<file path="config.mk">
export PLATFORM = sky130hd
export DESIGN_NAME = adc_seq_sched
export DESIGN_NICKNAME = d
export VERILOG_FILES = /design/src/rtl/adc_seq_pkg.sv /design/src/rtl/adc_dly_timer.sv /design/src/rtl/adc_lowest_pick.sv /design/src/rtl/adc_result_bank.sv /design/src/rtl/adc_seq_sched.sv
export SDC_FILE = /design/constraint.sdc
export NUM_CORES = 1
export LEC_CHECK = 0
export BUFFER_PORTS_ARGS = -buffer_cell sky130_fd_sc_hd__buf_4
export CORE_MARGIN = 2
export CORE_UTILIZATION = 40
export CTS_BUF_LIST = sky130_fd_sc_hd__clkbuf_8
export CTS_CLUSTER_DIAMETER = 30
export DETAILED_ROUTE_END_ITERATION = 10
export PLACE_DENSITY = 0.66
export REMOVE_ABC_BUFFERS = 1
export SYNTH_ARGS = -nofsm -noshare
export SYNTH_HDL_FRONTEND = slang
export SYNTH_SLANG_ARGS = --single-unit
</file>
<file path="constraint.sdc">
create_clock -name clk -period 3.2 [get_ports clk]
set_input_delay 0.16 -clock clk [delete_from_list [all_inputs] [get_ports clk]]
set_output_delay 0.16 -clock clk [all_outputs]
set_load 0.01 [all_outputs]
</file>
<file path="src/rtl/adc_seq_pkg.sv">
package adc_seq_pkg;
    typedef enum logic [1:0] {
        S_IDLE  = 2'd0,
        S_WARM  = 2'd1,
        S_TRACK = 2'd2,
        S_CONV  = 2'd3
    } seq_state_e;
endpackage

</file>
<file path="src/rtl/adc_dly_timer.sv">
module adc_dly_timer #(
    parameter int TW = 8
) (
    input  logic          clk,
    input  logic          rst_n,
    input  logic          load,
    input  logic [TW-1:0] load_val,
    output logic          zero
);
    logic [TW-1:0] cnt_q;

    always_ff @(posedge clk) begin
        if (!rst_n)
            cnt_q <= '0;
        else if (load)
            cnt_q <= load_val;
        else if (cnt_q != '0)
            cnt_q <= cnt_q - 1'b1;
    end

    assign zero = (cnt_q == '0);
endmodule

</file>
<file path="src/rtl/adc_lowest_pick.sv">
module adc_lowest_pick #(
    parameter int NCH = 8,
    localparam int IW = $clog2(NCH)
) (
    input  logic [NCH-1:0] mask,
    output logic [IW-1:0]  idx
);
    always_comb begin
        idx = '0;
        for (int k = NCH - 1; k >= 0; k--) begin
            if (mask[k]) idx = IW'(k);
        end
    end
endmodule

</file>
<file path="src/rtl/adc_result_bank.sv">
module adc_result_bank #(
    parameter int NCH = 8,
    parameter int DW  = 12,
    localparam int IW = $clog2(NCH)
) (
    input  logic              clk,
    input  logic              rst_n,
    input  logic              wr_en,
    input  logic [IW-1:0]     wr_idx,
    input  logic [DW-1:0]     wr_data,
    input  logic [NCH-1:0]    rd_strobe,
    output logic [NCH*DW-1:0] ch_data,
    output logic [NCH-1:0]    eoc,
    output logic [DW-1:0]     last_data,
    output logic [IW-1:0]     last_ch
);
    for (genvar i = 0; i < NCH; i++) begin : g_chan
        logic [DW-1:0] data_q;
        logic          flag_q;
        logic          hit;

        assign hit = wr_en && (wr_idx == IW'(i));

        always_ff @(posedge clk) begin
            if (!rst_n) begin
                data_q <= '0;
                flag_q <= 1'b0;
            end else begin
                if (hit) data_q <= wr_data;
                if (hit)               flag_q <= 1'b1;
                else if (rd_strobe[i]) flag_q <= 1'b0;
            end
        end

        assign ch_data[i*DW +: DW] = data_q;
        assign eoc[i]              = flag_q;

        a_r7_flag_sticky: assert property (@(posedge clk) disable iff (!rst_n)
            (flag_q && !rd_strobe[i]) |=> flag_q);
    end

    always_ff @(posedge clk) begin
        if (!rst_n) begin
            last_data <= '0;
            last_ch   <= '0;
        end else if (wr_en) begin
            last_data <= wr_data;
            last_ch   <= wr_idx;
        end
    end

    a_r6_flag_set: assert property (@(posedge clk) disable iff (!rst_n)
        wr_en |=> eoc[$past(wr_idx)]);
    a_r6_last_copy: assert property (@(posedge clk) disable iff (!rst_n)
        wr_en |=> (last_data == $past(wr_data)));
endmodule

</file>
<file path="src/rtl/adc_seq_sched.sv">
module adc_seq_sched
    import adc_seq_pkg::*;
#(
    parameter int NCH = 8,
    parameter int DW  = 12,
    parameter int TW  = 8,
    parameter int PW  = 16,
    localparam int IW   = $clog2(NCH),
    localparam int LAST = NCH - 1
) (
    input  logic              clk,
    input  logic              rst_n,
    input  logic [NCH-1:0]    chan_en,
    input  logic              hw_trig_en,
    input  logic              last_own_en,
    input  logic              sw_start,
    input  logic              hw_trig,
    input  logic [TW-1:0]     startup_cyc,
    input  logic [TW-1:0]     track_cyc,
    input  logic [PW-1:0]     last_period,
    input  logic [NCH-1:0]    data_rd,
    output logic              adc_req,
    output logic [IW-1:0]     adc_ch,
    input  logic              adc_done,
    input  logic [DW-1:0]     adc_data,
    output logic              busy,
    output logic [NCH*DW-1:0] ch_data,
    output logic [NCH-1:0]    eoc,
    output logic [DW-1:0]     last_data,
    output logic [IW-1:0]     last_ch
);
    seq_state_e     state_q, state_d;
    logic [NCH-1:0] seq_mask_q, start_mask, cur_oh, mask_after;
    logic [PW-1:0]  lc_cnt_q;
    logic           accept, per_acc, last_due, wr_en;
    logic           tmr_load, tmr_zero;
    logic [TW-1:0]  tmr_val;

    // start qualification and channel-7 cadence
    assign accept   = (state_q == S_IDLE) && (hw_trig_en ? hw_trig : sw_start);
    assign per_acc  = accept && hw_trig_en && last_own_en;
    assign last_due = ({1'b0, lc_cnt_q} + (PW+1)'(1)) >= {1'b0, last_period};

    always_comb begin
        start_mask = chan_en;
        if (hw_trig_en && last_own_en)
            start_mask[LAST] = chan_en[LAST] && last_due;
    end

    always_ff @(posedge clk) begin
        if (!rst_n)
            lc_cnt_q <= '0;
        else if (per_acc)
            lc_cnt_q <= last_due ? '0 : lc_cnt_q + 1'b1;
    end

    adc_lowest_pick #(.NCH(NCH)) u_pick (
        .mask (seq_mask_q),
        .idx  (adc_ch)
    );

    assign cur_oh     = NCH'(1) << adc_ch;
    assign mask_after = seq_mask_q & ~cur_oh;
    assign wr_en      = (state_q == S_CONV) && adc_done;

    // next-state logic
    always_comb begin
        state_d = state_q;
        unique case (state_q)
            S_IDLE:  if (accept && (start_mask != '0)) state_d = S_WARM;
            S_WARM:  if (tmr_zero) state_d = S_TRACK;
            S_TRACK: if (tmr_zero) state_d = S_CONV;
            S_CONV:  if (adc_done) state_d = (mask_after != '0) ? S_TRACK : S_IDLE;
            default: state_d = S_IDLE;
        endcase
    end

    // state register and sequence mask
    always_ff @(posedge clk) begin
        if (!rst_n) begin
            state_q    <= S_IDLE;
            seq_mask_q <= '0;
        end else begin
            state_q <= state_d;
            if (state_q == S_IDLE && accept)
                seq_mask_q <= start_mask;
            else if (wr_en)
                seq_mask_q <= mask_after;
        end
    end

    // outputs and timer control
    always_comb begin
        adc_req  = (state_q == S_CONV);
        busy     = (state_q != S_IDLE);
        tmr_load = (state_d == S_WARM  && state_q == S_IDLE) ||
                   (state_d == S_TRACK && state_q != S_TRACK);
        tmr_val  = (state_q == S_IDLE) ? startup_cyc : track_cyc;
    end

    adc_dly_timer #(.TW(TW)) u_tmr (
        .clk      (clk),
        .rst_n    (rst_n),
        .load     (tmr_load),
        .load_val (tmr_val),
        .zero     (tmr_zero)
    );

    adc_result_bank #(.NCH(NCH), .DW(DW)) u_bank (
        .clk       (clk),
        .rst_n     (rst_n),
        .wr_en     (wr_en),
        .wr_idx    (adc_ch),
        .wr_data   (adc_data),
        .rd_strobe (data_rd),
        .ch_data   (ch_data),
        .eoc       (eoc),
        .last_data (last_data),
        .last_ch   (last_ch)
    );

    a_r2_req_in_mask: assert property (@(posedge clk) disable iff (!rst_n)
        adc_req |-> seq_mask_q[adc_ch]);
    a_r4_sw_blocked: assert property (@(posedge clk) disable iff (!rst_n)
        (state_q == S_IDLE && hw_trig_en && !hw_trig) |=> (state_q == S_IDLE));
    a_r5_busy_ignore: assert property (@(posedge clk) disable iff (!rst_n)
        (busy && !wr_en) |=> $stable(seq_mask_q));
    a_r11_empty_idle: assert property (@(posedge clk) disable iff (!rst_n)
        (state_q == S_IDLE && start_mask == '0) |=> (state_q == S_IDLE));
endmodule

</file>
# == Yosys cells after proc, flatten, opt, wreduce, memory -nomap -nowiden ==
# Cells that the tools add are included.
# totals
elab_cells,116
ff_bits,153
# op_classes
mux,38
reduce_logical,36
n_lt_le_gt_ge,1
n_eq_ne,13
n_shift,1
n_addsub,3
bitwise,2
# ops
cell,n
2-to-1 mux 8 bit,5
2-to-1 mux 3 bit,8
nonzero test 8 bit,3
nonzero test 2 bit,11
logical AND 1 bit,18
2-to-1 mux 1 bit,18
adder 16 x 1 -> 17 bit (second input constant),1
greater-or-equal comparator 17 x 16 -> 1 bit,1
adder 16 x 1 -> 16 bit (second input constant),1
2-to-1 mux 16 bit,1
== test 3 bit (second input constant),4
2-to-1 mux 2 bit,5
AND 8 bit,1
logical NOT 8 bit,1
inverter 8 bit,1
case mux 2 bit (4 select lines),1
<< shifter 1 x 3 -> 8 bit (first input constant),1
subtractor 8 x 1 -> 8 bit (second input constant),1
== test 2 bit (second input constant),3
== test 3 x 2 -> 1 bit (second input constant),2
== test 2 x 1 -> 1 bit (second input constant),2
== test 3 x 1 -> 1 bit (second input constant),1
logical NOT 3 bit,1
logical NOT 2 bit,1
2 further kinds,2

# == Depth between registers and ports, before layout ==
# logic_depth
word_depth,19
mapped_depth,14
mapped_depth_nobuf,13

# == Cells and area by module ==
# From an unflattened synthesis, not the netlist that was laid out.
# unflattened
cells_unflattened,736
hier_area_um2,6981.7
# by_module_without_submodules
mod,seq_area_each_um2,instances,cells_each,area_each_um2
adc_result_bank,2382.3,1,416,4395.5
adc_seq_sched,520.5,1,257,2044.5
adc_dly_timer,160.2,1,51,457.9
adc_lowest_pick,0.0,1,12,83.8

# == Worst setup path before layout ==
# Ideal clock, no wire load.
# synth_timing
kind,register -> register
start,register lc_cnt_q[3]
end,register u_tmr.cnt_q[0]
required_ns,3.128
arrival_ns,3.239
stages_incl_launch_ff,14
slack_ns,-0.111
cell_sequence,dfxtp_1 -> buf_2 -> nand4_1 -> nor4_2 -> and3_1 -> nand2b_1 -> nand2_1 -> ha_1 -> a21o_1 -> a211o_1 -> a211oi_1 -> o211ai_4 -> a31oi_4 -> mux2i_1
# synth_between
elab_chain_len,12
elab_cells_between_ends,15
# synth_lines
item,line_no,rtl
"start, declared",adc_seq_sched.sv:34,logic [PW-1:0] lc_cnt_q;
"start signal, assigned",adc_seq_sched.sv:54,lc_cnt_q <= last_due ? '0 : lc_cnt_q + 1'b1;
adder 16 x 1 -> 17 bit *,adc_seq_sched.sv:42,"assign last_due = ({1'b0, lc_cnt_q} + (PW+1)'(1)) >= {1'b0, last_period};"
greater-or-equal comparator 17 x 16 -> 1 bit *,adc_seq_sched.sv:42,
logical AND 1 bit *,adc_seq_sched.sv:47,start_mask[LAST] = chan_en[LAST] && last_due;
2-to-1 mux 1 bit *,adc_seq_sched.sv:46,if (hw_trig_en && last_own_en)
nonzero test 8 bit *,adc_seq_sched.sv:70,S_IDLE: if (accept && (start_mask != '0)) state_d = S_WARM;
logical AND 1 bit *,adc_seq_sched.sv:70,
2-to-1 mux 2 bit *,adc_seq_sched.sv:70,
case mux 2 bit (4 select lines) *,adc_seq_sched.sv:69,unique case (state_q)
== test 2 x 1 -> 1 bit / == test 2 bit (equally long branches),"adc_seq_sched.sv:96, adc_seq_sched.sv:97",
"logical AND 1 bit, on equally long branches","adc_seq_sched.sv:96, adc_seq_sched.sv:97",
logical OR 1 bit *,adc_seq_sched.sv:96,tmr_load = (state_d == S_WARM && state_q == S_IDLE) ||
2-to-1 mux 8 bit / nonzero test 2 bit (equally long branches),n/a,
"end signal, assigned",adc_dly_timer.sv:16,cnt_q <= load_val;
"end signal, assigned",adc_dly_timer.sv:18,cnt_q <= cnt_q - 1'b1;
"end, declared",adc_dly_timer.sv:10,logic [TW-1:0] cnt_q;
# Every way passes the cells marked *; elsewhere a longest branch is shown, timed or not.
# A chain may end at the register's enable or synchronous reset.

# == Worst setup path after layout ==
# layout_timing
start,register lc_cnt_q[4]
end,register state_q[0]
# layout_between
elab_chain_len,8
# layout_lines
item,line_no,rtl
adder 16 x 1 -> 17 bit,adc_seq_sched.sv:42,
greater-or-equal comparator 17 x 16 -> 1 bit,adc_seq_sched.sv:42,
logical AND 1 bit,adc_seq_sched.sv:47,
2-to-1 mux 1 bit,adc_seq_sched.sv:46,
nonzero test 8 bit,adc_seq_sched.sv:70,
logical AND 1 bit,adc_seq_sched.sv:70,
2-to-1 mux 2 bit,adc_seq_sched.sv:70,
case mux 2 bit (4 select lines),adc_seq_sched.sv:69,
"end signal, assigned",adc_seq_sched.sv:84,state_q <= state_d;
"end, declared",adc_seq_sched.sv:32,"seq_state_e state_q, state_d;"
# Every way passes these cells.

==> summary.txt <==
Synth
  – Synth Warn #: 0
  – Unique masters post-synth: 60
  – Leading area contributor after synthesis: dfxtp_1
  – Register area share after synthesis: 41.4%
  – Async SR Flop Fraction: 0%
  – Synthesized area: roughly 7400 sq um
  – Share of Yosys cell area claimed by the top area cell type: 41.4%
  – Area contributors post-synth: dfxtp_1 41%, a21boi_1 5.8%, mux2i_1 5.0%
  – #FFs+latches synth: about 150
  – Post-Synthesis Cells: around 850
  – Post-Syn Area per Cell: between 8 and 9 sq um
  – Top FF cell, synth: dfxtp_1
  – EDFF count, synth: 0

STA
  – Worst Skew: ~0.011 ns
  – Fin. max-slew vios: 0
  – Slew HR: 19.2%
  – Final min period: 3.05 ns
  – Slew @ Worst Pin: roughly 1.2 ns
  – Final cycle utilization of the critical path: a little over nine tenths
  – Final WS setup: approximately 0.15 ns
  – # setup viols final: 0
  – Final Hold Viols: 0
  – Fmax: around 0.33 GHz

Global routing
  – First-pass GRT wire length: around 34 mm
  – Pin count of the biggest net entering global routing: 109
  – Number of global-route vias before repair: approximately 6200
  – GRT Overall Usage: a little over a fifth
  – Congestion Overflow GR: 0
  – Initial antenna violation count: 0

Final layout
  – NumNets Final: about 1100
  – Antenna cells: 0
  – Most common cell after layout, fill and taps aside: buf_4
  – Area growth from synthesis to layout: 30.2%
  – Leading cell types in the layout, fill and taps excluded: 216 x buf_4, 150 x dfxtp_1, 95 x nand2_1
  – Layout cell share with drive strength beyond 1: 28.7%

Floorplan
  – I/O pins: approximately 190
  – DIE AREA: between 15000 and 20000 sq um
  – Core footprint: 18100 sq um
  – Initial core utilization: 40.9%
  – Die width: approximately 140 microns
  – Site row count: 49
  – Die Y: 140 microns

Power and ir drop
  – Maximum vdd drop: roughly 0.24 mV
  – Leak: 3.99 nW
  – PwrDens: 473 nW/um^2
  – Pwr Total: about 4.6 mW

Drt
  – # DRC: 10
  – Via count: 6607
  – Total wire length: between 20 and 25 mm
  – Routed WL per cell: roughly 17 microns
  – Via density: ~5.2
  – Routed Antenna Nets: 0
  – TritonRoute pass-1 iters: 9
  – Iteration-0 DRC Markers: 435

CTS
  – H-tree Lvls: 4
  – Worst-path clk slew: approximately 0.080 ns
  – CTS tree: yes
  – Clk sinks: ~150
  – CTS root buf: clkbuf_8
  – CTS max path bufs: 2
  – Clk_lat worst skew: 0.44 ns
  – Inserted Clock Buffers: 17

Min path
  – Hold Path Depth: 3
  – Min-delay worst type: input port to flip-flop

Status
  – Failing checks: DRC
  – Outcome: finished, violations left

Setup path
  – Critical Path Source Type: flip-flop
  – Worst Path Required: ~3.5 ns
  – Crit. End Element: flip-flop
  – Crit-path max cell delay: around 0.36 ns
  – Slowest-stage cell, CP: dfxtp_2
  – CP cell instances: nand4_1, buf_6, nor3_4, nand3_1, xor2_1, inv_1, ha_1, a21o_1, a211o_1, a211oi_2, o211ai_4, and3_1, o31a_1
  – Reg2reg path depth: 13
  – Worst Path Max Fanout: 5
  – CP arrival: 3.39 ns
  – CP Class: flip-flop to flip-flop

Placed design
  – Dpl hpwl: roughly 14 mm
  – I/O Buffers: 190
  – GPL Wtd Cong: 0.841
  – Worst slack, placed: -0.0688 ns

Run
  – Max_cap viols: 0
-- worst paths after layout --
path / startpoint / to / slack (ns)
setup reg to reg: lc_cnt_q[4]$_SDFFE_PN0P_ / state_q[0]$_SDFF_PN0_ / 0.15
hold reg to reg: u_bank.g_chan[1].data_q[5]$_SDFFE_PN0P_ / u_bank.g_chan[1].data_q[5]$_SDFFE_PN0P_ / 0.46
hold / removal: data_rd[6] / u_bank.g_chan[6].flag_q$_SDFFE_PN0P_ / 0.03
setup / recovery: lc_cnt_q[4]$_SDFFE_PN0P_ / state_q[0]$_SDFF_PN0_ / 0.15
-- metrics by stage --
stage	hold slack, ns	instance area [sq um]	util, %	instances	setup TNS, ns
after CTS	0.00186	9520	52.6	1258	0
after floorplan	0.278	7060	-	770	-1.72
after detailed placement	0.429	9020	49.9	1216	-0.788
final	0.0260	9630	53.3	1261	0
after global routing	0.00738	9630	53.3	1261	-0.0712
after global placement	0.425	9020	49.9	1216	0
-- layout make-up --
| type | instances | area [sq um] |
|---|---|---|
| fill | 1725 | 8450 |
| multi-input combinational | 577 | 3950 |
| sequential | 153 | 3070 |
| timing repair buffer | 230 | 1790 |
| tap | 229 | 287 |
| clock buffer | 19 | 262 |
| inverter | 40 | 150 |
| clock inverter | 13 | 131 |
-- kinds of logic (layout without fill, tap and decap cells) --
| family | after synthesis | count (layout) | synth area share [%] |
|---|---|---|---|
| muxes | 43 | 43 | 5.92 |
| adders and majority gates | 19 | 19 | 3.21 |
| and+or+nand+nor | 301 | 301 | 21.6 |
| xor gates and xnor gates | 17 | 17 | 2.01 |
| AOI/OAI and AO/OA | 197 | 197 | 19.3 |
| DFF | 153 | 153 | 41.4 |
| buffers and inverters | 117 | 302 | 6.58 |
-- timing repair --
action | CTS | global route
gates cloned | 0 | 1
pin swaps | 2 | 7
hold endpoints to repair | 9 | 0
endpoints found under the setup margin | 25 | 26
gates resized for setup | 3 | 19
buffers inserted | 1 | 2
hold buffers | 9 | 0
-- power by group --
part           switching [mW]  internal (mW)  total, mW
Clock                   0.738          0.728       1.47
Combinational           0.582          0.453       1.04
Sequential             0.0849           1.97       2.05
-- synth_stat cells (all sizes together), types with 10 or more instances --
master	number
ha	19
dfxtp	153
buf	16
inv	40
a211oi	11
xor2	11
mux2i	37
o31ai	10
a21oi	14
nand2	97
nand3	59
and2	16
a32oi	22
a21boi	70
o21ai	40
nor2b	56
clkbuf	61
nor2	17
-- critical path: cells and delay by family (launching register included) --
family,cells,cell delay [ns]
buf+inv,2,0.29
fa+ha+maj,1,0.17
simple gates,4,0.78
compound gates,5,1.13
flops,1,0.36
xor+xnor,1,0.19
-- routing by layer --
layer	global-route usage (%)	wire length, microns	part of all wire [%]
met5	0	0	0
met4	5.21	261	1.2
met3	5.57	1350	6.3
met2	34.5	10200	47
met1	29.3	9690	45
-- sequential cells by signal, summed over array words and instances (netlist names) --
| signal | cells |
|---|---|
| u_bank.last_data | 12 |
| u_tmr.cnt_q | 8 |
| lc_cnt_q | 16 |
| state_q | 2 |
| seq_mask_q | 8 |
| u_bank.last_ch | 3 |
| u_bank.g_chan.flag_q | 8 |
| u_bank.g_chan.data_q | 96 |
No activity file was read; power rests on OpenSTA's default activity.
